File: src/rtl/fpm_dram_ctrl.sv
module fpm_dram_ctrl #(
  parameter int ADDR_W   = 12,
  parameter int DATA_W   = 16,
  parameter int T_RCD    = 2,
  parameter int T_CAS    = 2,
  parameter int T_CP     = 1,
  parameter int T_RP     = 3,
  parameter int T_RAS    = 6,
  parameter int IDLE_LIM = 256
) (
  input  logic                  clk,
  input  logic                  rst_n,
  input  logic                  req_valid,
  output logic                  req_ready,
  input  logic                  req_we,
  input  logic [2*ADDR_W-1:0]   req_addr,
  input  logic [DATA_W-1:0]     req_wdata,
  output logic                  rd_valid,
  output logic [DATA_W-1:0]     rd_data,
  input  logic                  ref_req,
  output logic                  ref_gnt,
  output logic                  dram_ras_n,
  output logic                  dram_cas_n,
  output logic                  dram_we_n,
  output logic [ADDR_W-1:0]     dram_addr,
  output logic [DATA_W-1:0]     dram_dq_o,
  output logic                  dram_dq_oe,
  input  logic [DATA_W-1:0]     dram_dq_i
);

  localparam int TA   = (T_RCD > T_CAS) ? T_RCD : T_CAS;
  localparam int TB   = (T_CP > T_RP) ? T_CP : T_RP;
  localparam int TMAX = (TA > TB) ? TA : TB;
  localparam int CW   = $clog2(TMAX + 1);
  localparam int RSW  = $clog2(T_RAS + 1);
  localparam int IW   = $clog2(IDLE_LIM + 1);

  typedef enum logic [2:0] {S_IDLE, S_PRE, S_ACT, S_CAS, S_CP, S_REF} st_t;

  st_t               st;
  logic [CW-1:0]     cnt;
  logic [RSW-1:0]    ras_cnt;
  logic [IW-1:0]     idle_cnt;
  logic              row_open, pend, we_q;
  logic [ADDR_W-1:0] row_q, col_q, open_row;
  logic [DATA_W-1:0] wd_q;

  wire [ADDR_W-1:0] req_row = req_addr[2*ADDR_W-1:ADDR_W];
  wire hit      = row_open && (req_row == open_row);
  wire ras_ok   = ras_cnt >= RSW'(T_RAS - 1);
  wire idle_exp = idle_cnt >= IW'(IDLE_LIM - 1);
  wire accept   = req_valid && req_ready;

  assign req_ready  = (st == S_IDLE) && !ref_req && (!row_open || hit || ras_ok);
  assign ref_gnt    = (st == S_REF);
  assign dram_ras_n = !row_open;
  assign dram_cas_n = (st != S_CAS);
  assign dram_we_n  = !((st == S_CAS) && we_q);
  assign dram_dq_oe = (st == S_CAS) && we_q;
  assign dram_dq_o  = wd_q;
  assign dram_addr  = (st == S_CAS) ? col_q : row_q;

  always_ff @(posedge clk or negedge rst_n) begin
    if (!rst_n) begin
      st       <= S_IDLE;
      cnt      <= '0;
      ras_cnt  <= '0;
      idle_cnt <= '0;
      row_open <= 1'b0;
      pend     <= 1'b0;
      we_q     <= 1'b0;
      row_q    <= '0;
      col_q    <= '0;
      open_row <= '0;
      wd_q     <= '0;
      rd_valid <= 1'b0;
      rd_data  <= '0;
    end else begin
      rd_valid <= 1'b0;
      if (cnt != '0) cnt <= cnt - 1'b1;
      if (row_open && ras_cnt != RSW'(T_RAS)) ras_cnt <= ras_cnt + 1'b1;
      case (st)
        S_IDLE: begin
          if (!row_open) idle_cnt <= '0;
          else if (idle_cnt != IW'(IDLE_LIM)) idle_cnt <= idle_cnt + 1'b1;
          if (accept) begin
            we_q     <= req_we;
            wd_q     <= req_wdata;
            row_q    <= req_row;
            col_q    <= req_addr[ADDR_W-1:0];
            idle_cnt <= '0;
            if (hit) begin
              st  <= S_CAS;
              cnt <= CW'(T_CAS - 1);
            end else if (row_open) begin
              st       <= S_PRE;
              cnt      <= CW'(T_RP - 1);
              row_open <= 1'b0;
              pend     <= 1'b1;
            end else begin
              st       <= S_ACT;
              cnt      <= CW'(T_RCD - 1);
              row_open <= 1'b1;
              open_row <= req_row;
              ras_cnt  <= '0;
            end
          end else if (row_open && ras_ok && (ref_req || idle_exp)) begin
            st       <= S_PRE;
            cnt      <= CW'(T_RP - 1);
            row_open <= 1'b0;
            pend     <= 1'b0;
            idle_cnt <= '0;
          end else if (!row_open && ref_req) begin
            st <= S_REF;
          end
        end
        S_PRE: if (cnt == '0) begin
          if (pend) begin
            st       <= S_ACT;
            cnt      <= CW'(T_RCD - 1);
            row_open <= 1'b1;
            open_row <= row_q;
            ras_cnt  <= '0;
            pend     <= 1'b0;
          end else begin
            st <= S_IDLE;
          end
        end
        S_ACT: if (cnt == '0) begin
          st  <= S_CAS;
          cnt <= CW'(T_CAS - 1);
        end
        S_CAS: if (cnt == '0) begin
          if (!we_q) begin
            rd_data  <= dram_dq_i;
            rd_valid <= 1'b1;
          end
          st  <= S_CP;
          cnt <= CW'(T_CP - 1);
        end
        S_CP: if (cnt == '0) st <= S_IDLE;
        S_REF: if (!ref_req) st <= S_IDLE;
        default: st <= S_IDLE;
      endcase
    end
  end

endmodule

File: config.mk
export PLATFORM = sky130hd
export DESIGN_NAME = fpm_dram_ctrl
export DESIGN_NICKNAME = d
export VERILOG_FILES = /design/src/rtl/fpm_dram_ctrl.sv
export SDC_FILE = /design/constraint.sdc
export NUM_CORES = 1
export LEC_CHECK = 0
export ABC_AREA = 1
export BUFFER_PORTS_ARGS = -buffer_cell sky130_fd_sc_hd__buf_2
export CAP_MARGIN = 30
export CORE_UTILIZATION = 50
export DETAILED_ROUTE_END_ITERATION = 12
export PLACE_DENSITY_LB_ADDON = 0.2
export SYNTH_ARGS = -nofsm -noshare
export SYNTH_HDL_FRONTEND = slang
export SYNTH_SLANG_ARGS = --single-unit
export TNS_END_PERCENT = 10
File: constraint.sdc
create_clock -name clk -period 3.7 [get_ports clk]
set_input_delay 0.37 -clock clk [delete_from_list [all_inputs] [get_ports clk]]
set_output_delay 0.37 -clock clk [all_outputs]
set_load 0.005 [all_outputs]
After elaboration in Yosys (flattened, before gate mapping)
Index checks and enable logic that the tools add are counted. Widths: inputs -> output; s select.

Output and inout port bits: 51. Bits of input ports: 61. Register bits after elaboration: 89. Word-level logic and storage cells: 123.

Bitwise gates (word level): 1. Equal/unequal tests: 23. $lt $le $gt $ge: 2. Multiplexer cells: 55. Reduce and logical (&&, ||, !) cells: 26. $add $sub $neg: 3.

Operator list (number): $mux 12 (6); $mux 3 (14); $mux 9 (4); $mux 2 (12); $pmux 12 s2 (1); $pmux 3 s6 (1); $ne 2x2->1 const B (8); $mux 1 (13); $eq 12x12->1 (1); $reduce_and 6->1 (2); $reduce_and 5->1 (2); $add 9x1->9 const B (1); $ge 9x8->1 const B (1); $logic_and 1x1->1 (9); $ne 3x3->1 const B (3); $ne 9x9->1 const B (1); $pmux 2 s4 (1); $eq 3x2->1 const B (2); $eq 3x3->1 const B (2); $ne 3x2->1 const B (2); $pmux 3 s2 (1); $ne 4x1->1 const B (1); $ne 4x2->1 const B (1); $pmux 1 s2 (2); other kinds (13) (19).

Depth between registers and ports, before layout
Gate-level depths: netlist of the first run.

Word-level depth: 8. Mapped depth: 13. Gate-level depth less buffers: 13.

Worst setup path after synthesis of the first run
Ideal clock, no wire load.

Path kind: reg-to-reg. Start point: register idle_cnt[0]. End point: register idle_cnt[7]. Slack: 1670 ps. Setup time: 118 ps. Arrival: 1912 ps. Cell stages (with the launch flop): 13. Data required time: 3582 ps. Cells stage by stage: dfrtp_1 ha_1 nand3_1 nand3b_1 nor3b_1 ha_1 nor3_1 nand2_1 nand2_2 nand2_4 o21ai_4 buf_12 o21ai_2.

Word-level cells in the longest chain between the ends: 5.

Ends and longest elaborated chain: start, declared (RTL line 43) `logic [IW-1:0] idle_cnt;`; start signal, assigned (RTL line 85) `else if (idle_cnt != IW'(IDLE_LIM)) idle_cnt <= idle_cnt + 1'b1;`; $add 9x1->9 or $ge 9x8->1 (tied branches) (RTL line 85, 51); $mux 9 or $logic_or 1x1->1 (tied branches) (RTL line 85, 107); $mux 9 or $logic_and 1x1->1 (tied branches) (RTL line 84, 107); $mux 9 or $ne 4x1->1 (tied branches); $mux 9 or $reduce_and 2->1 (tied branches).

Several ways; a longest one is shown, not always the timed one. The select of a mux whose other input is x is not followed. A chain may end at the register's enable or synchronous reset.

Worst setup path in the final report of the first run
Start point: register open_row[6]. End point: register st[1].

Word-level cells in the longest chain between the ends: 8.

Ends and longest elaborated chain: start, declared (RTL line 45) `logic [ADDR_W-1:0] row_q, col_q, open_row;`; start signal, assigned (RTL line 104) `open_row <= req_row;`; start signal, assigned (RTL line 122) `open_row <= row_q;`; $eq 12x12->1 (*) (RTL line 49) `wire hit = row_open && (req_row == open_row);`; $logic_and 1x1->1 (*) (RTL line 49); $logic_or 1x1->1 (2 in a row) (RTL line 54) `assign req_ready = (st == S_IDLE) && !ref_req && (!row_open || hit || ras_ok);`; $logic_and 1x1->1 (RTL line 54); $logic_and 1x1->1 (RTL line 52) `wire accept = req_valid && req_ready;`; $ne 4x2->1 (no line) or $mux 3 (tied branches); $reduce_and 6->1 (no line) or $pmux 3 s6 (tied branches); end signal, assigned (RTL line 65) `st <= S_IDLE;`; end signal, assigned (RTL line 93) `st <= S_CAS;`; end signal, assigned (RTL line 96) `st <= S_PRE;`; end, declared (RTL line 40) `st_t st;`.

Mark *: on every way between the ends. The rest lies on a longest branch, timed or not.

==> summary.md, run 1 <==
| Metric | Value |
|---|---|
| CP Class | `reg2reg` |
| Clock Path Buffers | `2` |
| Startpoint Class | `register` |
| DRC errors left | `0` |
| CTS root buf | `clkbuf_8` |
| ANT nets after route | `0` |
| Launching point of the worst reg2reg path | `open_row[6]$_DFFE_PN0P_` |
| Die width | `97.24 um` |
| Min-delay worst type | `in2async` |
| Die area | `9456 um^2` |
| Layout overhead on the synthesized area | `18.12%` |
| Top cells by area, synth | `dfrtp_1, nand2_1, o21ai_2, o21ai_0, inv_1` |
| Worst vdd rail ir drop | `0.3792 mV` |
| Layout cells sized above 1 | `0.2739` |
| Global-route wire length before repair | `16.78 mm` |
| Number of setup buffers added after CTS | `0` |
| Top cell type's share of synthesized area | `0.4910` |
| RSZ-0062 raised after global routing | `false` |
| CTS tree | `yes` |
| Pwr Density | `790.6 nW/um^2` |
| Yosys warns | `0` |
| Crit-path max FO | `54` |
| FILL cells | `798` |
| CTS clk-pin slew, worst paths | `0.09 ns` |
| # H-tree levels | `3` |
| Synth Instances | `567` |
| Unique cell type count in the Yosys netlist | `41` |
| Async SR Flop Fraction | `1.000` |
| Total Routed Length | `9.664 mm` |
| CTS Hold Bufs | `0` |
| Setup-failing EPs final | `0` |
| Post-synth EDFFs | `0` |
| LEAKAGE | `2.966 nW` |
| Ports | `112` |
| Setup total negative slack | `0 ns` |
| Final hold vios | `0` |
| Minimum clock period | `2.705 ns` |
| Clk_lat worst skew | `0.36 ns` |
| Synthesized netlist net count | `634` |
| Vias in the first global route | `3599` |
| Core ar. | `8763 um^2` |
| Maximum number of pins on one net before global-route repair | `66` |
| Initial Util | `0.5176` |
| Nets | `741` |
| Total grt overflow | `0` |
| Diodes inserted | `0` |
| Row count | `34` |
| CTS sink count | `89` |
| HPWL after DPL | `6.943 mm` |
| Sequential Area | `2227 um^2` |
| Finished layout cell area | `5358 um^2` |
| DP Area | `5130 um^2` |
| Global Route Usage Sum | `0.2192` |
| PortBufs | `111` |
| Syn_area_per_cell | `7.999 um^2` |
| Synth cell count leaders | `nand2_1, dfrtp_1, inv_1, o21ai_0, inv_2` |
| Mapped Area | `4536 um^2` |
| R2R Setup Slk | `1.0 ns` |
| R2R depth | `11` |
| Pins Over Slew Limit | `0` |
| Die height | `97.24 um` |
| Worst endpoint required time | `3.98 ns` |
| Cell taking the most area after synthesis | `dfrtp_1` |
| Worst EP arrival | `2.99 ns` |
| Resize count post-CTS | `0` |
| Initial antenna violation count | `0` |
| Maximum clock frequency | `0.3697 GHz` |
| Ys flop type | `dfrtp_1` |
| Seq/Total Area, Yosys | `0.4910` |
| Worst r2r dst | `st[1]$_DFFE_PN0P_` |
| Seq cells post-synth | `89` |
| Part of the cycle the worst path needs | `0.7310` |
| Detailed-route via count | `3810` |
| Most common cell in the synthesized netlist | `nand2_1` |
| Crit. End Element | `register` |
| Final Skew | `0.009861 ns` |
| Num CTS Buffers | `9` |
| Rel. slew slack | `0.4499` |
| WL/cell | `12.28 um` |
| Area of the multi-input gates | `2018 um^2` |
| Worst Tran Pin Value | `0.8252 ns` |
| Outcome | `finished clean` |
| Max-Cap Viols | `0` |
| Drt first pass iters | `4` |
| Vias per cell | `4.841` |
| DRT iter0 DRCs | `152` |
| Placer's final routability congestion estimate | `0.8360` |
## worst max-delay path: stages, from the launching register on
cell and delay [ns]:
dfrtp_1 0.40, xnor2_1 0.16, nand2_1 0.07, nor2_1 0.16, nand3_2 0.15, nand3_4 0.12
nand3_4 0.45, inv_2 0.68, nand2_1 0.18, nand3_1 0.12, nand2_1 0.05, o21ai_0 0.06
## cells in the final DEF (no fill, tap or decap), types with 5 or more instances in the layout
cell and instances:
a21oi_1 6, buf_2 110, clkbuf_8 9, dfrtp_1 89, ha_1 6, inv_1 29
inv_2 20, nand2_1 288, nand3_1 9, nor2_1 13, o21ai_0 23, o21ai_2 18
xnor2_1 5
## where the power goes
| group | total (mW) | switching (mW) | leakage, nW | internal (mW) |
|---|---|---|---|---|
| combinational | 1.78 | 1.08 | 1.75 | 0.696 |
| clock | 0.759 | 0.372 | 0.108 | 0.387 |
| sequential | 1.70 | 0.306 | 1.10 | 1.40 |
## routing by layer
| layer | up-vias | track usage | wire length [um] |
|---|---|---|---|
| li1 | 1965 | - | - |
| met1 | 1746 | 0.3120 | 4597 |
| met2 | 88 | 0.3332 | 4409 |
| met3 | 11 | 0.04892 | 539 |
| met4 | 0 | 0.07466 | 117 |
| met5 | - | 0 | 0 |
## kinds of logic (layout without fill, tap and decap cells)
group                    Yosys count  in the layout  share of synthesized area
flip-flops                        89             89                     0.4910
adder cells (fa/ha/maj)            6              6                    0.01655
buffers and inverters             65            177                    0.06400
AND/OR/NAND/NOR                  336            336                     0.3170
multiplexers                       4              4                   0.008828
AO/OA/AOI/OAI                     58             58                    0.08524
XOR/XNOR                           9              9                    0.01738
## how the worst max path moves through the flow
| stage | startpoint | to | slack (ns) |
|---|---|---|---|
| 4_1_cts | open_row[6]$_DFFE_PN0P_ | st[1]$_DFFE_PN0P_ | 0.97 |
| 5_1_grt | open_row[8]$_DFFE_PN0P_ | st[1]$_DFFE_PN0P_ | 0.61 |
| 6_report | open_row[6]$_DFFE_PN0P_ | st[1]$_DFFE_PN0P_ | 1.0 |
| 3_3_place_gp | req_addr[16] | st[1]$_DFFE_PN0P_ | 0.94 |
| 3_5_place_dp | req_addr[18] | st[1]$_DFFE_PN0P_ | 0.89 |
| 2_1_floorplan | idle_cnt[0]$_DFFE_PN0P_ | idle_cnt[7]$_DFFE_PN0P_ | 1.67 |
## layout make-up
class                           instances  share of cell area
Clock inverter                          7             0.01938
Tap cell                              108             0.02522
Sequential cell                        89              0.4157
Inverter                               49             0.03433
Multi-Input combinational cell        413              0.3767
Clock buffer                            9             0.02312
Timing Repair Buffer                  112              0.1056
## sequential cells by signal, summed over array words and instances, names as in the netlist
register,flops
dram_dq_o,16
rd_data,16
col_q,12
open_row,12
row_q,12
idle_cnt,9
ras_cnt,3
st,3
cnt,2
pend,1
rd_valid,1
row_open,1
we_q,1
## stage by stage
stage	setup WS (ns)	hold WS, ns	utilization	std cells	power (mW)
4_1_cts	0.9686	0.1225	0.6114	787	4.282
5_1_grt	0.6050	0.1627	0.6114	787	4.615
3_5_place_dp	0.8916	0.4528	0.5854	771	3.515
3_3_place_gp	0.9411	0.4502	0.5854	771	3.450
2_1_floorplan	1.670	0.07441	-	567	2.989
6_report	0.9952	0.08923	0.6114	787	4.236
Power figures use the tool's default switching activity.
==> run 2, diff against run 1 <==
--- a/config.mk
+++ b/config.mk
@@ -8,7 +8,7 @@
 export ABC_AREA = 1
 export BUFFER_PORTS_ARGS = -buffer_cell sky130_fd_sc_hd__buf_2
 export CAP_MARGIN = 30
-export CORE_UTILIZATION = 50
+export CORE_UTILIZATION = 48
 export DETAILED_ROUTE_END_ITERATION = 12
 export PLACE_DENSITY_LB_ADDON = 0.2
 export SYNTH_ARGS = -nofsm -noshare
==> constraint.sdc (replaced) <==
create_clock -name clk -period 2.35 [get_ports clk]
set_input_delay 0.235 -clock clk [delete_from_list [all_inputs] [get_ports clk]]
set_output_delay 0.235 -clock clk [all_outputs]
set_load 0.005 [all_outputs]
==> summary.md, run 2 (synthesis results as in run 1) <==
| Metric | Value |
|---|---|
| Vias per cell | `4.817` |
| Drt first pass iters | `4` |
| Worst endpoint required time | `2.64 ns` |
| Leading cell type in the layout, fill and taps excluded | `nand2_1` |
| Clk_lat worst skew | `0.36 ns` |
| Placer's final routability congestion estimate | `0.7550` |
| Global Route Usage Sum | `0.2181` |
| Diodes inserted | `0` |
| Crit-path max FO | `18` |
| CTS root buf | `clkbuf_8` |
| CP Class | `reg2reg` |
| DRC errors left | `0` |
| ANT nets after route | `0` |
| HPWL after DPL | `7.100 mm` |
| RSZ-0062 raised after global routing | `false` |
| Part of the cycle the worst path needs | `0.9004` |
| Initial antenna violation count | `0` |
| Vias in the first global route | `3703` |
| Clock Path Buffers | `2` |
| Outcome | `finished clean` |
| Worst vdd rail ir drop | `0.5529 mV` |
| Detailed-route via count | `3844` |
| Pins Over Slew Limit | `0` |
| Min-delay worst type | `in2reg` |
| Worst EP arrival | `2.41 ns` |
| Initial Util | `0.4932` |
| CTS sink count | `89` |
| Die area | `9842 um^2` |
| Startpoint Class | `register` |
| DRT iter0 DRCs | `200` |
| CP top delay family | `simple AND/OR/NAND/NOR gates` |
| Layout cells sized above 1 | `0.2809` |
| Ports | `112` |
| DP Area | `5211 um^2` |
| Final Skew | `0.01181 ns` |
| Layout overhead on the synthesized area | `19.39%` |
| Layout Utilization | `0.5888` |
| CP Cell Sequence | `ha_1 -> nand3_1 -> nand3b_1 -> nor3b_1 -> ha_1 -> nor3_1 -> nand2_1 -> nand2_2 -> nand2_4 -> o21ai_4 -> buf_12 -> nand2_1 -> o21ai_2` |
| Row count | `35` |
| Die height | `99.21 um` |
| Minimum clock period | `2.116 ns` |
| Total Routed Length | `9.934 mm` |
| Total grt overflow | `0` |
| CTS tree | `yes` |
| Num CTS Buffers | `9` |
| Tot Pwr | `6.594 mW` |
| Slowest cell on crit path | `dfrtp_1` |
| Worst Tran Pin Value | `0.3828 ns` |
| PortBufs | `111` |
| # H-tree levels | `3` |
| Setup-failing EPs final | `0` |
| Pwr Density | `1218 nW/um^2` |
| Finished layout cell area | `5415 um^2` |
| Final hold vios | `0` |
| Global-route wire length before repair | `17.16 mm` |
| Max-Cap Viols | `0` |
| Nets | `749` |
| Max incr delay on CP | `0.42 ns` |
| Setup total negative slack | `0 ns` |
| Rel. slew slack | `0.7448` |
| Maximum clock frequency | `0.4726 GHz` |
| WL/cell | `12.45 um` |
| CTS clk-pin slew, worst paths | `0.10 ns` |
| Crit. End Element | `register` |
| LEAKAGE | `3.001 nW` |
| Most frequent cells in the layout | `nand2_1, buf_2, dfrtp_1` |
| Maximum number of pins on one net before global-route repair | `72` |
| Critical path buffers and inverters | `1` |
| Core ar. | `9196 um^2` |
| Die width | `99.21 um` |
==> run 2: cell count changes in the layout (fill, tap and decap cells not counted), sizes merged <==
cell / before / now
buf: 112 / 119
bufinv: 2 / 0
clkbuf: 9 / 11
clkinv: 2 / 1
dlygate4sd3: 0 / 1
inv: 50 / 51
==> run 2: layer usage <==
layer | track usage | vias to the layer above | wire (um)
met3 | 0.06325 | 7 | 643
met4 | 0.05317 | 0 | 80
met1 | 0.2970 | 1757 | 4630
li1 | - | 1982 | -
met5 | 0 | - | 0
met2 | 0.3451 | 98 | 4580
==> run 2: final cells by class <==
| cell class | count | area, um^2 |
|---|---|---|
| repair buffers | 120 | 653.1 |
| multi-input cells | 413 | 2023 |
| inverters | 49 | 183.9 |
| flip-flops and latches | 89 | 2227 |
| clock inverters | 5 | 37.54 |
| well taps | 111 | 138.9 |
| clock buffers | 11 | 151.4 |
| fillers | 884 | 3781 |
==> run 2: worst paths after layout <==
path                                      endpoint                    start  slack, ns  cells past startpoint
setup / recovery           idle_cnt[4]$_DFFE_PN0P_  idle_cnt[0]$_DFFE_PN0P_       0.23                     13
hold / removal                col_q[3]$_DFFE_PN0P_              req_addr[3]       0.06                      3
setup reg to reg           idle_cnt[4]$_DFFE_PN0P_  idle_cnt[0]$_DFFE_PN0P_       0.23                     13
hold reg to reg             rd_data[0]$_DFFE_PN0P_   rd_data[0]$_DFFE_PN0P_       0.47                      2
max in group asynchronous   rd_data[3]$_DFFE_PN0P_                    rst_n       1.40                      3
min in group asynchronous     col_q[8]$_DFFE_PN0P_                    rst_n       0.30                      2
==> run 2: timing repair <==
action / CTS / global route
setup buffers: 0 / 0
hold buffers: 1 / 0
endpoints found under the hold margin: 18 / 0
gates resized for setup: 0 / 1
endpoints found under the setup margin: 0 / 8
==> run 2: where the power goes <==
group / internal (mW) / switching [mW]
combinational: 1.18 / 1.74
sequential: 2.20 / 0.469
clock: 0.448 / 0.567
total: 3.82 / 2.77
==> run 2: worst min-delay path, cell delays in order <==
cell     delay (ns)
buf_2          0.07
nand2_1        0.04
nand2_1        0.04
==> run 2: stage by stage <==
| step | setup slack, ns | std cells | hold WS [ns] |
|---|---|---|---|
| 6_report | 0.2342 | 798 | 0.06352 |
| 4_1_cts | 0.1270 | 798 | 0.04496 |
| 5_1_grt | 0.05850 | 798 | 0.04543 |
| 3_5_place_dp | 0.1513 | 781 | 0.1379 |
| 3_3_place_gp | 0.2230 | 781 | 0.1288 |
| 2_1_floorplan | 0.3203 | 567 | -0.06059 |
==> run 3, diff against run 2 <==
--- a/config.mk
+++ b/config.mk
@@ -10,6 +10,7 @@
 export CAP_MARGIN = 30
 export CORE_UTILIZATION = 48
 export DETAILED_ROUTE_END_ITERATION = 12
+export HOLD_SLACK_MARGIN = 0.02
 export PLACE_DENSITY_LB_ADDON = 0.2
 export SYNTH_ARGS = -nofsm -noshare
 export SYNTH_HDL_FRONTEND = slang
==> constraint.sdc (replaced) <==
create_clock -name clk -period 2.35 [get_ports clk]
set_input_delay 0.1175 -clock clk [delete_from_list [all_inputs] [get_ports clk]]
set_output_delay 0.1175 -clock clk [all_outputs]
set_load 0.005 [all_outputs]
==> summary.md, run 3 (synthesis results as in run 1) <==
| Metric | Value |
|---|---|
| Placer's final routability congestion estimate | `0.7617` |
| Max incr delay on CP | `0.42 ns` |
| Drt first pass iters | `4` |
| Launching point of the worst reg2reg path | `idle_cnt[0]$_DFFE_PN0P_` |
| Initial Util | `0.4932` |
| Sequential power share | `0.385` |
| Worst Tran Pin Value | `0.6289 ns` |
| Gate power share | `0.430` |
| Worst Hold Depth | `3` |
| Hold Crit Endpoint | `row_q[7]$_DFFE_PN0P_` |
| Number of setup buffers added after CTS | `0` |
| Die width | `99.21 um` |
| Slowest cell on crit path | `dfrtp_1` |
| Diodes inserted | `0` |
| Worst r2r dst | `idle_cnt[1]$_DFFE_PN0P_` |
| DRC errors left | `0` |
| Layout overhead on the synthesized area | `31.34%` |
| Critical path buffers and inverters | `0` |
| CTS tree | `yes` |
| Crit-path max FO | `8` |
| Worst endpoint required time | `2.65 ns` |
| Clock Path Buffers | `2` |
| Row count | `35` |
| Min-delay worst type | `in2reg` |
| Worst hold slack | `0.04564 ns` |
| Final Skew | `0.01173 ns` |
| CP top delay family | `simple AND/OR/NAND/NOR gates` |
| CTS root buf | `clkbuf_8` |
| # H-tree levels | `3` |
| Pins Over Slew Limit | `0` |
| CP Cell Sequence | `ha_1 -> nand3_1 -> nand3b_1 -> nor3b_1 -> ha_1 -> nor3_1 -> nand2_1 -> nand2_2 -> nand2_4 -> nor2_2 -> nand2_1 -> o21ai_2` |
| Hold path start | `req_addr[19]` |
| Detailed-route via count | `4090` |
| Worst EP arrival | `2.51 ns` |
| Layout cells sized above 1 | `0.2629` |
| Ports | `112` |
| CTS Hold Bufs | `50` |
| DRT iter0 DRCs | `172` |
| Num CTS Buffers | `9` |
| Total grt overflow | `0` |
| Nets | `800` |
| Vias in the first global route | `4038` |
| Resize count post-CTS | `0` |
| Clk_lat worst skew | `0.37 ns` |
| CP Class | `reg2reg` |
| ANT nets after route | `0` |
| RSZ-0062 raised after global routing | `false` |
| Leading cell type in the layout, fill and taps excluded | `nand2_1` |
| Vias per cell | `4.817` |
| Setup total negative slack | `0 ns` |
| HPWL after DPL | `7.199 mm` |
| Part of the cycle the worst path needs | `0.9413` |
| Switching Share | `0.4027` |
| Core ar. | `9196 um^2` |
| PortBufs | `111` |
| Global Route Usage Sum | `0.2405` |
| CTS clk-pin slew, worst paths | `0.09 ns` |
| Total internal power | `4.136 mW` |
| LEAKAGE | `3.234 nW` |
| Clk pwr share | `0.184` |
| Final hold vios | `0` |
| WL/cell | `12.77 um` |
| Most frequent cells in the layout | `nand2_1, buf_2, dfrtp_1` |
| Die height | `99.21 um` |
| Startpoint Class | `register` |
| DP Area | `5214 um^2` |
| Rel. slew slack | `0.5807` |
| Crit. End Element | `register` |
| Die area | `9842 um^2` |
| Maximum number of pins on one net before global-route repair | `51` |
| Global-route wire length before repair | `18.67 mm` |
| Outcome | `finished clean` |
| Total Routed Length | `10.84 mm` |
| Post-Layout Cell Count | `849` |
| R2R Setup Slk | `0.14 ns` |
| Minimum clock period | `2.212 ns` |
| Placed cells | `783` |
| CTS sink count | `89` |
| R2R depth | `12` |
| Finished layout cell area | `5957 um^2` |
| Pwr Density | `1162 nW/um^2` |
| Max-Cap Viols | `0` |
| Worst vdd rail ir drop | `0.5866 mV` |
| Maximum clock frequency | `0.4521 GHz` |
| Setup-failing EPs final | `0` |
| Switch Pwr | `2.789 mW` |
| Initial antenna violation count | `0` |
| Layout Utilization | `0.6478` |
==> run 3: how the worst max path moves through the flow <==
stage,slack [ns],cells past startpoint,from,to
after CTS,0.12,12,idle_cnt[0]$_DFFE_PN0P_,idle_cnt[1]$_DFFE_PN0P_
after global placement,0.22,12,idle_cnt[0]$_DFFE_PN0P_,idle_cnt[1]$_DFFE_PN0P_
after global routing,0.005,12,idle_cnt[0]$_DFFE_PN0P_,idle_cnt[1]$_DFFE_PN0P_
final,0.14,12,idle_cnt[0]$_DFFE_PN0P_,idle_cnt[1]$_DFFE_PN0P_
after floorplan,0.32,12,idle_cnt[0]$_DFFE_PN0P_,idle_cnt[7]$_DFFE_PN0P_
after detailed placement,0.15,12,idle_cnt[0]$_DFFE_PN0P_,idle_cnt[1]$_DFFE_PN0P_
==> run 3: routing by layer <==
metal  global-route usage  up-vias  share of wire
met5                    0        -              0
met1               0.3191     1905           0.45
met2               0.3969       94           0.49
li1                     -     2081              -
met3              0.05200       10          0.051
met4              0.07240        0          0.011
==> run 3: cell type report <==
class / count / area [um^2]
clock buffer: 10 / 127.6
clock inverter: 6 / 115.1
fill: 808 / 3239
inverter: 49 / 183.9
multi-input combinational: 413 / 2018
sequential: 89 / 2227
tap: 111 / 138.9
timing repair buffer: 171 / 1146
==> run 3: power groups by stage <==
stage          Clock (mW)  Sequential, mW  Combinational, mW
2_1_floorplan           0            2.63               2.08
3_3_place_gp            0            2.66               2.83
3_5_place_dp            0            2.68               2.92
4_1_cts              1.31            2.66               3.00
5_1_grt              1.37            2.76               3.42
6_report             1.28            2.67               2.98
==> run 3: tightest hold or removal path, cell delays in order <==
cell and delay, ns:
buf_2 0.11, inv_2 0.06, o21ai_0 0.07
==> run 3: stage by stage <==
stage	setup slack (ns)	total power, mW
global placement	0.2209	5.489
CTS	0.1243	6.973
detailed placement	0.1492	5.598
floorplan	0.3203	4.707
global route	0.004925	7.546
finish	0.1379	6.924
